**src/rtl/spi_rtc_pkg.sv**
```systemverilog
package spi_rtc_pkg;
  localparam int ADDR_W    = 7;
  localparam int DATA_W    = 8;
  localparam int CTRL_ADDR = 'h0F;
  localparam int LOCK_BIT  = 6;
  localparam int REG_TOP   = 'h11;
  localparam int RAM_BASE  = 'h20;

  typedef enum logic [1:0] {
    PH_ADDR  = 2'd0,
    PH_WRITE = 2'd1,
    PH_READ  = 2'd2
  } phase_t;

  function automatic logic addr_mapped(input logic [ADDR_W-1:0] a);
    return (a <= ADDR_W'(REG_TOP)) || (a >= ADDR_W'(RAM_BASE));
  endfunction
endpackage

```
**src/rtl/spi_sync_chain.sv**
```systemverilog
module spi_sync_chain #(
  parameter int STAGES = 2
) (
  input  logic clk,
  input  logic rst_n,
  input  logic d_in,
  output logic q
);
  logic [STAGES-1:0] chain_q;
  logic [STAGES-1:0] chain_d;

  generate
    if (STAGES == 1) begin : g_one
      assign chain_d = d_in;
    end else begin : g_many
      assign chain_d = {chain_q[STAGES-2:0], d_in};
    end
  endgenerate

  always_ff @(posedge clk or negedge rst_n) begin
    if (!rst_n) chain_q <= '0;
    else        chain_q <= chain_d;
  end

  assign q = chain_q[STAGES-1];
endmodule

```
**src/rtl/spi_frame_engine.sv**
```systemverilog
module spi_frame_engine
  import spi_rtc_pkg::*;
#(
  parameter int AW = ADDR_W,
  parameter int DW = DATA_W
) (
  input  logic          clk,
  input  logic          rst_n,
  input  logic          cs_s,
  input  logic          sclk_fall,
  input  logic          mosi_s,
  input  logic [DW-1:0] rd_data,
  output logic [AW-1:0] rd_addr,
  output logic          miso,
  output logic          wr_req,
  output logic [AW-1:0] wr_addr,
  output logic [DW-1:0] wr_data
);
  localparam int BC_W = $clog2(DW);

  logic [BC_W-1:0] bitcnt_q, bitcnt_d;
  logic [DW-1:0]   rx_q, rx_d, tx_q, tx_d, rx_full;
  logic [AW-1:0]   ptr_q, ptr_d, ptr_inc;
  phase_t          phase_q, phase_d;
  logic            wr_req_q, wr_req_d;
  logic [AW-1:0]   wr_addr_q, wr_addr_d;
  logic [DW-1:0]   wr_data_q, wr_data_d;
  logic            last_bit;

  assign rx_full  = {rx_q[DW-2:0], mosi_s};
  assign last_bit = (bitcnt_q == BC_W'(DW-1));
  assign ptr_inc  = ptr_q + AW'(1);
  assign rd_addr  = (phase_q == PH_ADDR) ? rx_full[AW-1:0] : ptr_inc;

  always_comb begin
    bitcnt_d  = bitcnt_q;
    rx_d      = rx_q;
    tx_d      = tx_q;
    ptr_d     = ptr_q;
    phase_d   = phase_q;
    wr_req_d  = 1'b0;
    wr_addr_d = wr_addr_q;
    wr_data_d = wr_data_q;
    if (!cs_s) begin
      bitcnt_d = '0;
      rx_d     = '0;
      tx_d     = '0;
      phase_d  = PH_ADDR;
    end else if (sclk_fall) begin
      rx_d     = rx_full;
      bitcnt_d = last_bit ? '0 : bitcnt_q + BC_W'(1);
      if (last_bit) begin
        unique case (phase_q)
          PH_ADDR: begin
            ptr_d   = rx_full[AW-1:0];
            phase_d = rx_full[DW-1] ? PH_WRITE : PH_READ;
            tx_d    = rx_full[DW-1] ? '0 : rd_data;
          end
          PH_WRITE: begin
            wr_req_d  = 1'b1;
            wr_addr_d = ptr_q;
            wr_data_d = rx_full;
            ptr_d     = ptr_inc;
          end
          PH_READ: begin
            tx_d  = rd_data;
            ptr_d = ptr_inc;
          end
          default: phase_d = PH_ADDR;
        endcase
      end else begin
        tx_d = {tx_q[DW-2:0], 1'b0};
      end
    end
  end

  always_ff @(posedge clk or negedge rst_n) begin
    if (!rst_n) begin
      bitcnt_q  <= '0;
      rx_q      <= '0;
      tx_q      <= '0;
      ptr_q     <= '0;
      phase_q   <= PH_ADDR;
      wr_req_q  <= 1'b0;
      wr_addr_q <= '0;
      wr_data_q <= '0;
    end else begin
      bitcnt_q  <= bitcnt_d;
      rx_q      <= rx_d;
      tx_q      <= tx_d;
      ptr_q     <= ptr_d;
      phase_q   <= phase_d;
      wr_req_q  <= wr_req_d;
      wr_addr_q <= wr_addr_d;
      wr_data_q <= wr_data_d;
    end
  end

  assign miso    = tx_q[DW-1];
  assign wr_req  = wr_req_q;
  assign wr_addr = wr_addr_q;
  assign wr_data = wr_data_q;
endmodule

```
**src/rtl/rtc_reg_store.sv**
```systemverilog
module rtc_reg_store
  import spi_rtc_pkg::*;
#(
  parameter int            AW        = ADDR_W,
  parameter int            DW        = DATA_W,
  parameter int            CTRL_AD   = CTRL_ADDR,
  parameter int            LOCK_POS  = LOCK_BIT,
  parameter int            TOP_REG   = REG_TOP,
  parameter int            RAM_LO    = RAM_BASE,
  parameter logic [DW-1:0] CTRL_RST  = '0
) (
  input  logic          clk,
  input  logic          rst_n,
  input  logic          wr_req,
  input  logic [AW-1:0] wr_addr,
  input  logic [DW-1:0] wr_data,
  input  logic [AW-1:0] rd_addr,
  output logic [DW-1:0] rd_data,
  output logic          lock,
  output logic          reg_we,
  output logic [AW-1:0] reg_waddr,
  output logic [DW-1:0] reg_wdata
);
  localparam int NREG = 2 ** AW;

  logic [NREG-1:0][DW-1:0] cells;
  logic                    mapped_w;
  logic                    accept;

  assign mapped_w = (wr_addr <= AW'(TOP_REG)) || (wr_addr >= AW'(RAM_LO));
  assign lock     = cells[CTRL_AD][LOCK_POS];
  assign accept   = wr_req && mapped_w && (!lock || (wr_addr == AW'(CTRL_AD)));

  generate
    for (genvar i = 0; i < NREG; i++) begin : g_cell
      if ((i <= TOP_REG) || (i >= RAM_LO)) begin : g_reg
        logic [DW-1:0] cell_q;
        logic          hit;
        assign hit = accept && (wr_addr == AW'(i));
        always_ff @(posedge clk or negedge rst_n) begin
          if (!rst_n)   cell_q <= (i == CTRL_AD) ? CTRL_RST : '0;
          else if (hit) cell_q <= wr_data;
        end
        assign cells[i] = cell_q;
      end else begin : g_hole
        assign cells[i] = '0;
      end
    end
  endgenerate

  assign rd_data   = cells[rd_addr];
  assign reg_we    = accept;
  assign reg_waddr = wr_addr;
  assign reg_wdata = wr_data;
endmodule

```
**src/rtl/spi_rtc_regs.sv**
```systemverilog
module spi_rtc_regs
  import spi_rtc_pkg::*;
#(
  parameter int SYNC_STAGES = 2,
  parameter int AW          = ADDR_W,
  parameter int DW          = DATA_W
) (
  input  logic          clk,
  input  logic          rst_n,
  input  logic          spi_sclk,
  input  logic          spi_cs,
  input  logic          spi_mosi,
  output logic          spi_miso,
  output logic          reg_we,
  output logic [AW-1:0] reg_waddr,
  output logic [DW-1:0] reg_wdata
);
  logic          rst_meta_q, rst_sync_n;
  logic          cs_s, sclk_s, mosi_s, sclk_hist_q, sclk_fall;
  logic [AW-1:0] rd_addr, wr_addr;
  logic [DW-1:0] rd_data, wr_data;
  logic          wr_req, lock_flag;

  always_ff @(posedge clk or negedge rst_n) begin
    if (!rst_n) begin
      rst_meta_q <= 1'b0;
      rst_sync_n <= 1'b0;
    end else begin
      rst_meta_q <= 1'b1;
      rst_sync_n <= rst_meta_q;
    end
  end

  spi_sync_chain #(.STAGES(SYNC_STAGES)) u_sync_cs (
    .clk(clk), .rst_n(rst_sync_n), .d_in(spi_cs), .q(cs_s));
  spi_sync_chain #(.STAGES(SYNC_STAGES)) u_sync_sclk (
    .clk(clk), .rst_n(rst_sync_n), .d_in(spi_sclk), .q(sclk_s));
  spi_sync_chain #(.STAGES(SYNC_STAGES)) u_sync_mosi (
    .clk(clk), .rst_n(rst_sync_n), .d_in(spi_mosi), .q(mosi_s));

  always_ff @(posedge clk or negedge rst_sync_n) begin
    if (!rst_sync_n) sclk_hist_q <= 1'b0;
    else             sclk_hist_q <= sclk_s;
  end
  assign sclk_fall = sclk_hist_q & ~sclk_s;

  spi_frame_engine #(.AW(AW), .DW(DW)) u_engine (
    .clk(clk), .rst_n(rst_sync_n), .cs_s(cs_s), .sclk_fall(sclk_fall),
    .mosi_s(mosi_s), .rd_data(rd_data), .rd_addr(rd_addr), .miso(spi_miso),
    .wr_req(wr_req), .wr_addr(wr_addr), .wr_data(wr_data));

  rtc_reg_store #(.AW(AW), .DW(DW)) u_store (
    .clk(clk), .rst_n(rst_sync_n), .wr_req(wr_req), .wr_addr(wr_addr),
    .wr_data(wr_data), .rd_addr(rd_addr), .rd_data(rd_data), .lock(lock_flag),
    .reg_we(reg_we), .reg_waddr(reg_waddr), .reg_wdata(reg_wdata));
endmodule

```
**config.mk**
```make
export PLATFORM = sky130hd
export DESIGN_NAME = spi_rtc_regs
export DESIGN_NICKNAME = d
export VERILOG_FILES = /design/src/rtl/spi_rtc_pkg.sv /design/src/rtl/spi_sync_chain.sv /design/src/rtl/spi_frame_engine.sv /design/src/rtl/rtc_reg_store.sv /design/src/rtl/spi_rtc_regs.sv
export SDC_FILE = /design/constraint.sdc
export NUM_CORES = 2
export LEC_CHECK = 0
export CAP_MARGIN = 40
export CORE_MARGIN = 5
export CORE_UTILIZATION = 47
export CTS_CLUSTER_SIZE = 20
export DETAILED_ROUTE_END_ITERATION = 10
export PLACE_DENSITY_LB_ADDON = 0.15
export SLEW_MARGIN = 20
export SYNTH_ARGS = -nofsm -noshare
export SYNTH_HDL_FRONTEND = slang
export SYNTH_HIERARCHICAL = 1
export SYNTH_SLANG_ARGS = --single-unit
```
**constraint.sdc**
```tcl
create_clock -name clk -period 68.3 [get_ports clk]
set_clock_uncertainty 0.2 [all_clocks]
set_input_delay 13.66 -clock clk [delete_from_list [all_inputs] [get_ports clk]]
set_output_delay 13.66 -clock clk [all_outputs]
set_load 0.03 [all_outputs]
```
==> metrics.txt <==
status complete, no violations; DR iter-0 viols 2222; pwr dens 23.7 nW/um^2; final count of negative-setup-slack endpoints 0; Post-synth EDFFs 0; Hold Path Class register to register; drt pass-1 iters 6; top post-synthesis cells by area dfrtp_1, mux2_2, mux4_2; # H-tree levels 3; Crit path required time 54440 ps; share of the synthesized area in the top cell type 0.539; Synth Instances 3050; Core Area 94700 um^2; startpoint types register; area occupied by multi-input gates 19500 um^2; Final min period 17340 ps; Syn Nets 3063; met1 Track Usage GR 0.338; max-cap violations 0; Root Driver clkbuf_16; Final HPWL DP 77.3 mm; first-pass GRT wire length 186 mm; Synth Area per Inst 14.7 um^2; Port Buffer Count 21; Max Freq 57.7 MHz; FF/Latch Area 24200 um^2; setup slack at placement 51740 ps; PnR worst setup slack 50960 ps; Lkg Pwr 23.9 nW; Placer Congestion 0.828; Synth-to-Final Area Change 12.0%; antenna fix cells 0; share of cells above drive strength 1 0.474; DRC errors left 0; Clk Latency, worst-skew pair 690 ps; setup TNS 0 ps; Tot GR Track Use 0.239; grt ovf 0; TritonCTS clock tree done; overall power 1.19 mW; Final Cell Area 50100 um^2; DP Area 46300 um^2; #FFs+latches synth 964; pin count of the biggest net entering global routing 178; routed vias 26500; vias per inst 6.08; Reg clk slew, reported paths 60 ps; Num Clock Sinks 964; Row Count 113; Chip Height 319 um; vias in the first global route 28500; RSZ-0062 raised after global routing no; Final Max Tran Viols 0; Post-CTS Setup Repair Bufs 0; met2 usage 0.385; crit end category output pin; full die area 101000 um^2; WL final 122 mm; Synth Cell Area 44700 um^2; Starting Density 0.472; WL/cell 27.8 um; FF-to-FF setup slack 61910 ps; gr busiest metal met2; initial antenna violation count 4; maximum vdd drop 0.0185 mV; Max clock buf depth 3; I/O pin count 22; post-synthesis sequential area ratio 0.539; largest area contributor in the netlist dfrtp_1; asr flop ratio synth 1.00; Max transition margin 0.341; nets 3026; top_reg_cell synth dfrtp_1; Crit Path Category register to output pin; Max FO, Critical Path 10; Critical Path AT 3480 ps; Final Hold Fails 0; Tightest Pin Transition 988 ps; Yosys cell types 77; FILL cells 7764; grt met3 use 0.0350; DIE WIDTH 319 um; yosys warns 6; Final ANT Viol Nets 0; ratio of final minimum period to clock period 0.254; CTS Buf Count 105
## worst paths after layout
kind / cells after the start / startpoint / endpoint
max: 5 / u_engine/wr_addr[3]$_DFFE_PN0P_ / reg_we
min: 0 / rst_meta_q$_DFF_PN0_ / rst_sync_n$_DFF_PN0_
max reg2reg: 15 / u_engine/phase_q[0]$_DFFE_PN0P_ / u_engine/tx_q[7]$_DFFE_PN0P_
min reg2reg: 0 / rst_meta_q$_DFF_PN0_ / rst_sync_n$_DFF_PN0_
max in group asynchronous: 1 / rst_n / rst_sync_n$_DFF_PN0_
min in group asynchronous: 1 / rst_sync_n$_DFF_PN0_ / u_store/g_cell[61].g_reg.cell_q[4]$_DFFE_PN0P_
## layout make-up
class                   instances  share of cell area
flip-flops and latches        964               0.482
multi-input cells            1833               0.390
clock buffers                 152              0.0624
inverters                       8            0.000599
clock inverters                42             0.00969
well taps                    1265              0.0316
repair buffers                101              0.0235
## worst max-delay path, stage by stage, from the launching register on
cell	delay (ps)
dfrtp_1	570
nand2_1	280
nor2_1	240
nand3_1	480
nand2_1	460
clkdlybuf4s50_1	750
## report_power, final
group          switching [mW]  leakage [nW]  internal (mW)  total (mW)
logic                  0.0226          8.61        0.00890      0.0315
registers            0.000464          13.4          0.572       0.572
clock network           0.235          1.80          0.351       0.586
## cell usage after synthesis (6+ instances only)
cell,n
ha_1,8
a211oi_1,7
nor2b_1,28
o21ai_0,32
o22ai_1,22
inv_1,6
a211o_1,11
dfrtp_1,964
nor2_2,24
nand3_1,22
o221ai_1,20
mux2_2,947
nor2_4,12
mux2i_1,107
buf_2,29
a21oi_1,40
nand2b_1,7
mux4_2,185
a221oi_1,14
buf_1,7
a31oi_1,12
or3_1,11
mux2_1,8
nor3_1,6
nand2_1,168
nor2_1,46
buf_4,40
clkbuf_1,163
## logic make-up (layout without fill, tap and decap cells)
kind of cell,after synthesis,count (layout),share of synthesized area
muxes,1247,1247,0.357
adders and majority gates,8,8,0.00224
DFF,964,964,0.539
buffers and inverters,253,303,0.0263
other,1,1,0.0000838
and+or+nand+nor,372,372,0.0428
AOI/OAI and AO/OA,200,200,0.0311
xor gates and xnor gates,5,5,0.000979
## per-layer routing
layer | up-vias | wire length [um]
li1 | 11200 | -
met1 | 14400 | 53500
met2 | 715 | 57800
met3 | 192 | 6510
met4 | 0 | 3690
met5 | - | 0
## registers in the layout (all words and copies together) (netlist names), 2 cells and up
signal                       flops
u_engine/rx_q                    7
u_engine/phase_q                 2
u_engine/tx_q                    8
u_engine/wr_addr                 7
u_engine/bitcnt_q                3
u_store/g_cell.g_reg.cell_q    912
u_engine/ptr_q                   7
u_sync_cs/chain_q                2
u_sync_sclk/chain_q              2
u_sync_mosi/chain_q              2
u_engine/wr_data                 8
## cell usage in the layout (no fill, tap or decap), types with 12 or more instances in the layout
cell / instances
nor2_1: 40
nor2_2: 30
o221ai_1: 20
clkbuf_1: 16
clkinv_2: 24
buf_4: 51
buf_16: 12
a221oi_1: 14
clkbuf_8: 30
o22ai_1: 22
mux4_2: 185
clkdlybuf4s50_1: 21
clkbuf_16: 106
dfrtp_1: 955
mux2_2: 946
a31oi_1: 12
mux2i_1: 106
nor2_4: 12
o21ai_0: 28
nand2_1: 168
a21oi_1: 40
nand3_1: 22
nor2b_1: 27
## metrics by stage
stage               cells  hold WS (ps)   util
floorplan            3050           131      -
global placement     4139           143  0.485
detailed placement   4161         -7.66  0.489
CTS                  4357           153  0.527
global route         4365           154  0.529
finish               4365           150  0.529
## timing repair
| item | CTS | global route |
|---|---|---|
| endpoints found under the hold margin | 6 | 0 |
| hold buffers | 2 | 0 |
| gates resized for setup | 0 | 0 |
No activity file was read; power rests on OpenSTA's default activity.
